===== src/rtl/intc_pkg.sv =====
package intc_pkg;
  localparam int unsigned OFS_REQ  = 32'h1000;
  localparam int unsigned OFS_MASK = 32'h1004;
  localparam int unsigned OFS_PEND = 32'h1008;
  localparam int unsigned OFS_IDX  = 32'h100C;
  localparam int unsigned WORD_W   = 32;

  typedef struct packed {
    logic wrMask;
    logic rdReq;
    logic rdMask;
    logic rdPend;
    logic rdIdx;
  } intcStrobe_t;
endpackage


===== src/rtl/intc_ctrl.sv =====
module intc_ctrl
  import intc_pkg::*;
#(
  parameter int ADDR_W = 16
) (
  input  logic              wrEn,
  input  logic              rdEn,
  input  logic [ADDR_W-1:0] addr,
  output intcStrobe_t       strobe
);
  logic hitReq, hitMask, hitPend, hitIdx;

  always_comb begin
    hitReq  = (addr == ADDR_W'(OFS_REQ));
    hitMask = (addr == ADDR_W'(OFS_MASK));
    hitPend = (addr == ADDR_W'(OFS_PEND));
    hitIdx  = (addr == ADDR_W'(OFS_IDX));

    strobe.wrMask = wrEn && hitMask;
    strobe.rdReq  = rdEn && hitReq;
    strobe.rdMask = rdEn && hitMask;
    strobe.rdPend = rdEn && hitPend;
    strobe.rdIdx  = rdEn && hitIdx;
  end
endmodule


===== src/rtl/intc_prio_enc.sv =====
module intc_prio_enc #(
  parameter int NUM_SRC = 32,
  localparam int IDX_W = (NUM_SRC > 1) ? $clog2(NUM_SRC) : 1
) (
  input  logic [NUM_SRC-1:0] reqN,
  output logic [IDX_W-1:0]   idx,
  output logic               idxValid
);
  // Scan from the top down so the last hit is the lowest zero.
  always_comb begin
    idx      = '0;
    idxValid = 1'b0;
    for (int i = NUM_SRC - 1; i >= 0; i--) begin
      if (!reqN[i]) begin
        idx      = IDX_W'(i);
        idxValid = 1'b1;
      end
    end
  end
endmodule


===== src/rtl/intc_datapath.sv =====
module intc_datapath
  import intc_pkg::*;
#(
  parameter int NUM_SRC = 32,
  localparam int IDX_W = (NUM_SRC > 1) ? $clog2(NUM_SRC) : 1
) (
  input  logic               clk,
  input  logic               rstN,
  input  logic [NUM_SRC-1:0] srcLevel,
  input  logic [WORD_W-1:0]  wrData,
  input  intcStrobe_t        strobe,
  output logic [WORD_W-1:0]  rdData,
  output logic               irqOut,
  output logic [NUM_SRC-1:0] maskN,
  output logic [NUM_SRC-1:0] pendN,
  output logic [NUM_SRC-1:0] reqN,
  output logic [IDX_W-1:0]   idx,
  output logic               idxValid
);
  logic [WORD_W-1:0] reqWord, maskWord, pendWord, idxWord, rdNext;

  always_ff @(posedge clk) begin
    if (!rstN) begin
      maskN <= '1;
      pendN <= '1;
    end else begin
      pendN <= ~srcLevel;
      if (strobe.wrMask) maskN <= wrData[NUM_SRC-1:0];
    end
  end

  assign reqN   = pendN | maskN;
  assign irqOut = ~&reqN;

  intc_prio_enc #(.NUM_SRC(NUM_SRC)) uEnc (
    .reqN    (reqN),
    .idx     (idx),
    .idxValid(idxValid)
  );

  always_comb begin
    reqWord  = '1;
    maskWord = '1;
    pendWord = '1;
    idxWord  = '0;
    reqWord[NUM_SRC-1:0]  = reqN;
    maskWord[NUM_SRC-1:0] = maskN;
    pendWord[NUM_SRC-1:0] = pendN;
    idxWord[IDX_W-1:0]    = idx;
    idxWord[WORD_W-1]     = idxValid;

    rdNext = '0;
    unique case (1'b1)
      strobe.rdReq:  rdNext = reqWord;
      strobe.rdMask: rdNext = maskWord;
      strobe.rdPend: rdNext = pendWord;
      strobe.rdIdx:  rdNext = idxWord;
      default:       rdNext = '0;
    endcase
  end

  always_ff @(posedge clk) begin
    if (!rstN) rdData <= '0;
    else       rdData <= rdNext;
  end
endmodule


===== src/rtl/intc_top.sv =====
module intc_top
  import intc_pkg::*;
#(
  parameter int NUM_SRC = 32,
  parameter int ADDR_W  = 16,
  localparam int IDX_W = (NUM_SRC > 1) ? $clog2(NUM_SRC) : 1
) (
  input  logic               clk,
  input  logic               rstN,
  input  logic [NUM_SRC-1:0] srcLevel,
  input  logic               wrEn,
  input  logic               rdEn,
  input  logic [ADDR_W-1:0]  addr,
  input  logic [31:0]        wrData,
  output logic [31:0]        rdData,
  output logic               irqOut
);
  intcStrobe_t        strobe;
  logic [NUM_SRC-1:0] maskN, pendN, reqN;
  logic [IDX_W-1:0]   idx;
  logic               idxValid;

  intc_ctrl #(.ADDR_W(ADDR_W)) uCtrl (
    .wrEn  (wrEn),
    .rdEn  (rdEn),
    .addr  (addr),
    .strobe(strobe)
  );

  intc_datapath #(.NUM_SRC(NUM_SRC)) uDp (
    .clk     (clk),
    .rstN    (rstN),
    .srcLevel(srcLevel),
    .wrData  (wrData),
    .strobe  (strobe),
    .rdData  (rdData),
    .irqOut  (irqOut),
    .maskN   (maskN),
    .pendN   (pendN),
    .reqN    (reqN),
    .idx     (idx),
    .idxValid(idxValid)
  );
endmodule


===== config.mk =====
export PLATFORM = sky130hd
export DESIGN_NAME = intc_top
export DESIGN_NICKNAME = d
export VERILOG_FILES = /design/src/rtl/intc_pkg.sv /design/src/rtl/intc_ctrl.sv /design/src/rtl/intc_prio_enc.sv /design/src/rtl/intc_datapath.sv /design/src/rtl/intc_top.sv
export SDC_FILE = /design/constraint.sdc
export NUM_CORES = 1
export LEC_CHECK = 0
export BUFFER_PORTS_ARGS = -buffer_cell sky130_fd_sc_hd__buf_2
export CAP_MARGIN = 10
export CORE_UTILIZATION = 36
export CTS_CLUSTER_SIZE = 28
export DETAILED_ROUTE_END_ITERATION = 8
export GPL_TIMING_DRIVEN = 0
export PLACE_DENSITY = 0.72
export SETUP_SLACK_MARGIN = 0.1
export SLEW_MARGIN = 20
export SYNTH_ARGS = -nofsm -noshare
export SYNTH_HDL_FRONTEND = slang
export SYNTH_SLANG_ARGS = --single-unit
export TNS_END_PERCENT = 100

===== constraint.sdc =====
create_clock -name clk -period 1.7 [get_ports clk]
set_input_delay 0.34 -clock clk [delete_from_list [all_inputs] [get_ports clk]]
set_output_delay 0.34 -clock clk [all_outputs]
set_load 0.05 [all_outputs]

== Yosys cells after proc, flatten, opt, wreduce, memory -nomap -nowiden ==
Index checks and enable logic that the tools add are counted.
Storage, ports and cells
  register bits after elaboration: 96
  logic and storage cells: 81
  output and inout port bits: 33
  input port bits: 84
Cells by class
  bitwise logic cells: 2
  reduce and logical (&&, ||, !) cells: 7
  muxes and demuxes: 65
  equal/unequal tests: 4
Operators with widths (count)
  two-way mux 5 bit: 32
  case mux 32 bit (4 select lines): 1
  equality test 16 x 13 -> 1 bit (second input constant): 4
  two-way mux 1 bit: 32
  NOT 32 bit: 1
  bitwise OR 32 bit: 1
  AND reduction 32 bit: 1
  logical AND 1 bit: 5
  logical NOT 1 bit: 1

== Logic depth before layout (Yosys ltp) ==
Gate-level depths: netlist of run 1.
  depth in word-level cells: 34
  mapped depth: 8
  mapped depth without buffers: 6

== Hierarchy ==
From an unflattened synthesis of run 1, not the netlist that was laid out.
Second synthesis, totals
  cell total of the unflattened synthesis: 409
  area total of the unflattened synthesis: 3852.4 um2
By module, submodules not included
  intc_datapath: instances 1, cells an instance 330, area each 3333.2 um2, seq. area each 1921.8 um2
  intc_prio_enc: instances 1, cells an instance 66, area each 392.9 um2, seq. area each 0.0 um2
  intc_ctrl: instances 1, cells an instance 13, area each 126.4 um2, seq. area each 0.0 um2

== Least setup slack after synthesis of run 1 ==
Ideal clock, no wire load.
  path kind: reg2reg
  start: reg uDp.maskN[8]
  end: reg uDp.rdData[31]
  setup time: 118 ps
  arrival time: 1965 ps
  period minus slack after synthesis: 2084 ps
  stages on the path, launching flop included: 7
  path slack: -384 ps
  required time: 1582 ps
  buffers on the path: 0
  path through: dfxtp_1 > o22ai_1 > or3_1 > nor3_1 > nand4_1 > a31oi_1 > nor2_1
Between the ends
  longest elaborated chain between the ends: 11
RTL lines
  start: declaration: RTL line intc_datapath.sv:14  | output logic [NUM_SRC-1:0] maskN,
  start signal: assignment: RTL line intc_datapath.sv:28  | if (strobe.wrMask) maskN <= wrData[NUM_SRC-1:0];
  bitwise OR 32 bit: RTL line intc_datapath.sv:32  | assign reqN = pendN | maskN;
  two-way mux 1 bit (9 in a row): RTL line intc_prio_enc.sv:14  | if (!reqN[i]) begin
  case mux 32 bit (4 select lines): RTL line intc_datapath.sv:53  | unique case (1'b1)
  end signal: assignment: RTL line intc_datapath.sv:64  | else rdData <= rdNext;
  end: declaration: RTL line intc_datapath.sv:12  | output logic [WORD_W-1:0] rdData,
No other way between the ends.
A chain may end at the register's enable or synchronous reset.

== Worst setup path after layout of run 1 ==
  start: reg uDp.pendN[8]
  end: out irqOut
Between the ends
  longest elaborated chain between the ends: 3
RTL lines
  start: declaration: RTL line intc_datapath.sv:15  | output logic [NUM_SRC-1:0] pendN,
  start signal: assignment: RTL line intc_datapath.sv:27  | pendN <= ~srcLevel;
  bitwise OR 32 bit: RTL line intc_datapath.sv:32
  AND reduction 32 bit: RTL line intc_datapath.sv:33  | assign irqOut = ~&reqN;
  logical NOT 1 bit: RTL line intc_datapath.sv:33
  end: declaration: RTL line intc_top.sv:16  | output logic irqOut
No other way between the ends.

==> flow_summary.ini, run 1 <==
[outcome]
status = finished with violations
failed_checks = negative setup slack

[routing]
drt-total-wl_um = 11100
drc = 0
drt-pass1-iter-count = 5
wl_per_cell_um = 15.8
ant_nets = 0
vias_per_cell = 5.24
drtIter0Drc = 168
vias = 3666

[grt]
antenna_found_initial = 0
grt_pass1_vias = 3468
grt_overflow = 0
grt_max_degree = 15
grt_usage = 0.205
grt_pass1_wl_um = 16200

[setup_path]
crit_path_end_kind = primary output
critPathKind = reg2out
start_kind = flip-flop
required_ps = 1360
worstPathMaxFanout = 3
worstPathArrival_ps = 1710
regToRegStartpoint = uDp.maskN[30]
critPathLaunch = uDp.pendN[8]

[place]
port_buffers = 115
gp_congestion = 0.965
dp_hpwl_um = 7370
placed_area_um2 = 4320

[synthesis]
avgSynthCellArea_um2 = 8.50
synth_edf_count = 0
yosys_warnings = 0
synthCells = 420
synth.area.top_cells = dfxtp_1 (54%), nand2_1 (11%), nor2_1 (6.0%)
synth_fp_nets = 504
ys_ff_latch = 96
syn_area_um2 = 3570
synth_top_area_cell = dfxtp_1
synth_top_area_frac = 0.539
ys_seq_area_frac = 0.539
synth_cell_types = 41
synthArstFlopShare = 0
synth_ff_type = dfxtp_1

[floorplanning]
die_w_um = 102
coreArea_um2 = 9420
rows = 35
die_y_um = 102
io_pins = 117
dieArea_um2 = 10300
initial_utilization = 0.379

[cells_and_area]
syn2layout_area_growth_pct = 51.3
nets = 650
fillers = 853
design_area_um2 = 5400
drive_above_1_share = 0.512
antenna_cells = 0

[timing]
slew_headroom = 0.555
finalSetupViolCount = 5
finalWorstSetupSlack_ps = -348
final.setup.tns_ps = -398
period_share = 1.20
grt_setup_unrepaired = true
skew_ps = 6.04
worst_pin_slew_ps = 667
hold_violations = 0
min_period_ps = 2050
max_freq_mhz = 488
slew_viol_final = 0

[clock_network]
clkTransAtPathRegs_ps = 90
cts_buffers = 9
cts_tree = done
postCtsHoldBufs = 0
numClockSinks = 96
cts-root-buf = clkbuf_8
cts_max_path_buffers = 2
clk_latency_ps = 360
htreeDepth = 3

[power_and_ir_drop]
p_per_area_nw_per_um2 = 737
peakVddDrop_v = 0.000398
leakage_uw = 0.00223

[worst_hold_path]
hp-start = srcLevel[8]
hp-class = in2reg

[job]
cap_violations = 0
==> state kept, by name, summed over array words and instances, names as in the netlist <==
| name | count |
|---|---|
| uDp.maskN | 32 |
| uDp.pendN | 32 |
| uDp.rdData | 32 |
==> layer usage <==
| metal | track usage | wire length (um) | part of all wire |
|---|---|---|---|
| met5 | 0 | 0 | 0 |
| met4 | 0.0903 | 268 | 0.024 |
| met3 | 0.0455 | 698 | 0.063 |
| met2 | 0.340 | 5390 | 0.49 |
| met1 | 0.254 | 4710 | 0.43 |
==> final cells by class <==
type,count,area [um2],share of cell area
Buffer,24,186,0.0345
Clock buffer,11,141,0.0262
Clock inverter,4,45.0,0.00834
Inverter,7,26.3,0.00487
Multi-Input combinational cell,293,2050,0.380
Sequential cell,96,1970,0.365
Tap cell,129,161,0.0299
Timing Repair Buffer,135,820,0.152
==> Yosys cell counts (2+ instances only) <==
master and n:
nand4_1 2, o21ai_0 5, clkbuf_1 10, o31ai_1 2
nand2_1 100, buf_2 6, dfxtp_1 96, a311oi_1 2
buf_1 4, buf_6 3, nor4_1 4, a22oi_1 28
nand2b_1 2, o221ai_1 2, nor2_1 57, o211ai_1 3
a31oi_1 2, nor3_1 6, o32a_1 3, a21oi_1 5
nor2_4 2, or3_1 3, inv_1 7, o22ai_1 17
nand3_1 32, o32ai_1 2
==> where the power goes <==
group | leakage (uW) | switching [uW] | internal [uW]
clock | 0.0000989 | 734 | 705
sequential | 0.000773 | 43.9 | 2290
combinational | 0.00136 | 103 | 109
total | 0.00223 | 880 | 3100
==> worst max-delay path, stage by stage (launching register included) <==
cell	delay [ps]
dfxtp_2	380
o22ai_2	90
or3_4	360
nor3_4	150
nand4_1	160
buf_6	200
==> path summary, 6_finish.rpt <==
path	endpoint	slack, ps	depth (start not counted)
hold / removal	uDp.pendN[8]	120	2
setup reg to reg	uDp.rdData[0]	-40	7
setup / recovery	irqOut	-350	5
hold reg to reg	uDp.maskN[11]	500	2
==> placed cells by master, fill, tap and decap left out, types with 4 or more instances in the layout <==
cell type and n:
a22oi_1 20, a22oi_2 8, buf_2 112, buf_4 15
buf_6 15, clkbuf_1 7, clkbuf_8 10, dfxtp_1 64
dfxtp_2 29, inv_1 7, nand2_1 70, nand2_2 10
nand2_4 20, nand3_1 4, nand3_2 28, nor2_1 54
nor3_1 4, o21ai_0 4, o22ai_1 8, o22ai_2 6
==> through the flow <==
| step | setup WS [ps] | power (uW) | hold WS, ps | cells | util |
|---|---|---|---|---|---|
| global route | -417 | 4130 | 104 | 699 | 0.574 |
| global placement | -293 | 2540 | 472 | 664 | 0.459 |
| CTS | -332 | 3980 | 108 | 691 | 0.515 |
| floorplan | -243 | 2420 | 402 | 420 | - |
| finish | -348 | 3980 | 120 | 699 | 0.574 |
| detailed placement | -366 | 2550 | 483 | 664 | 0.459 |
==> cells by family after synthesis <==
group	after synthesis	synth area share
and+or+nand+nor	216	0.264
buffers and inverters	31	0.0421
AOI/OAI and AO/OA	77	0.155
DFF	96	0.539
==> timing repair <==
action,4_1_cts,5_1_grt
pin swaps,34,36
setup buffers,12,5
gates cloned,0,3
setup endpoints to repair,60,65
gates resized for setup,63,122
No activity file was read; power rests on OpenSTA's default activity.
==> inputs of run 2 (changes only) <==
Settings changed: CORE_UTILIZATION 36 to 30, PLACE_DENSITY 0.72 to 0.62, REMOVE_ABC_BUFFERS from default to 1.
Clock period 1.7 ns to 2.56 ns, I/O delays scaled along.
==> run 2 against run 1 <==
The flow finishes with violations (design-rule violations); non-clock buffer count shrank 42; first-iteration DRC count up 9.5%; utilization down 18 points; clock skew fell by 0.76 ps; clock-buffer cell count grew 3; global-route usage fell by 4.6 points; flip-flop and latch count unchanged; sequential share of layout area rose by 5.5 points; design area down 15%.
==> flow_summary.ini, run 2 (synthesized netlist as in run 1, its figures left out) <==
[power_and_ir_drop]
p_per_area_nw_per_um2 = 666
leakage_uw = 0.00204
peakVddDrop_v = 0.000290

[cells_and_area]
fillers = 1195
antenna_cells = 0
nets = 608
seqCellArea_um2 = 1920
syn2layout_area_growth_pct = 28.2
drive_above_1_share = 0.270
reg_top3 = uDp.maskN x32, uDp.pendN x32, uDp.rdData x32
design_area_um2 = 4580
finish.utilization = 0.397
most-common-layout-cells = buf_2 (114), nand2_1 (99), dfxtp_1 (96)
layout_commonest_cell = buf_2
multi_input_area_um2 = 1530

[setup_path]
worstPathArrival_ps = 1840
required_ps = 2050
crit_buf_inv = 1
rrSetupSlack_ps = 740
r2r-end = uDp.rdData[0]
crit_cells = 5
start_kind = flip-flop
regToRegStartpoint = uDp.maskN[30]
critPathLaunch = uDp.maskN[24]
worstPathMaxFanout = 4
path_delay_family = simple AND/OR/NAND/NOR gates
crit_path_end = irqOut
path_cells = o22ai_1, nor4_2, and3_1, nand4_1, buf_4
reg2reg_depth = 6
critPathKind = reg2out
crit_path_top_delay_cell = dfxtp_1
max_stage_delay_ps = 380
crit_path_end_kind = primary output

[clock_network]
htreeDepth = 3
postCtsSetupBuffers = 0
cts_tree = done
cts_buffers = 9
clk_latency_ps = 330
cts-root-buf = clkbuf_16
postCtsHoldBufs = 0
clkTransAtPathRegs_ps = 60
numClockSinks = 96
cts_max_path_buffers = 2

[place]
placed_area_um2 = 4230
gp_congestion = 0.766
dp_hpwl_um = 6730
dp_slack_ps = -186
port_buffers = 116

[grt]
grt_usage = 0.159
grt_pass1_vias = 3165
antenna_found_initial = 0
grt_pass1_wl_um = 15500
grt_max_degree = 66
grt_overflow = 0

[timing]
hold_violations = 0
min_period_ps = 2350
worst_pin_slew_ps = 745
grt_setup_unrepaired = false
slew_headroom = 0.502
period_share = 0.918
finalWorstSetupSlack_ps = 209
slew_viol_final = 0
max_freq_mhz = 425
finalSetupViolCount = 0
skew_ps = 5.28

[routing]
wl_per_cell_um = 14.3
vias_per_cell = 4.90
drt-total-wl_um = 9590
vias = 3294
drt-pass1-iter-count = 8
drtIter0Drc = 184
drc = 16
ant_nets = 0

[worst_hold_path]
holdPathStages = 2
hp-class = in2reg

[floorplanning]
die_w_um = 111
coreArea_um2 = 11500
die_y_um = 111
io_pins = 117
rows = 39
initial_utilization = 0.310
dieArea_um2 = 12300

[outcome]
status = finished with violations
failed_checks = design-rule violations

[job]
cap_violations = 0
-- run 2: changes by cell type in the layout (fill, tap and decap cells not counted), moves of 8 or more --
| cell | change |
|---|---|
| a22oi_1 | +8 |
| o22ai_1 | +9 |
| buf_6 | -15 |
| nand3_1 | +28 |
| nand2_4 | -20 |
| nand2_1 | +29 |
| dfxtp_1 | +32 |
| buf_4 | -13 |
| dfxtp_2 | -29 |
| a22oi_2 | -8 |
| nand2_2 | -9 |
| nand3_2 | -28 |
-- run 2: metal layers --
layer | part of all wire | vias to the layer above | global-route usage
li1 | - | 1667 | -
met1 | 0.46 | 1515 | 0.202
met2 | 0.47 | 99 | 0.267
met3 | 0.047 | 13 | 0.0377
met4 | 0.015 | 0 | 0.0486
met5 | 0 | - | 0
-- run 2: how the worst min path moves through the flow --
stage	start	to
finish	srcLevel[19]	uDp.pendN[19]
global route	srcLevel[19]	uDp.pendN[19]
detailed placement	uDp.maskN[11]	uDp.maskN[11]
global placement	uDp.maskN[11]	uDp.maskN[11]
CTS	srcLevel[6]	uDp.pendN[6]
floorplan	uDp.maskN[2]	uDp.maskN[2]
-- run 2: final cells by class --
| cell class | count | area share |
|---|---|---|
| clock buffer | 14 | 0.0621 |
| sequential | 96 | 0.420 |
| clock inverter | 2 | 0.00766 |
| tap | 143 | 0.0391 |
| timing repair buffer | 117 | 0.131 |
| inverter | 7 | 0.00574 |
| multi-input combinational | 293 | 0.334 |
-- run 2: stage by stage --
stage / total power (uW) / TNS [ps] / hold WS (ps) / cells
floorplan: 1590 / 0 / 460 / 396
global placement: 1680 / -29220 / 474 / 655
detailed placement: 1690 / -401 / 478 / 656
CTS: 3090 / 0 / 313 / 672
global route: 3160 / 0 / 313 / 672
finish: 3050 / 0 / 328 / 672
-- run 2: report_power, final --
part | internal, uW | switching, uW | leakage [uW] | total (uW)
sequential | 1520 | 22.7 | 0.000784 | 1540
combinational | 59.1 | 52.7 | 0.00109 | 112
clock | 862 | 530 | 0.000159 | 1390
total | 2440 | 605 | 0.00204 | 3050
-- run 2: repair_timing --
item                       in CTS  in global routing
setup endpoints to repair       1                  1
gates resized for setup         1                  5
gates cloned                    0                  0
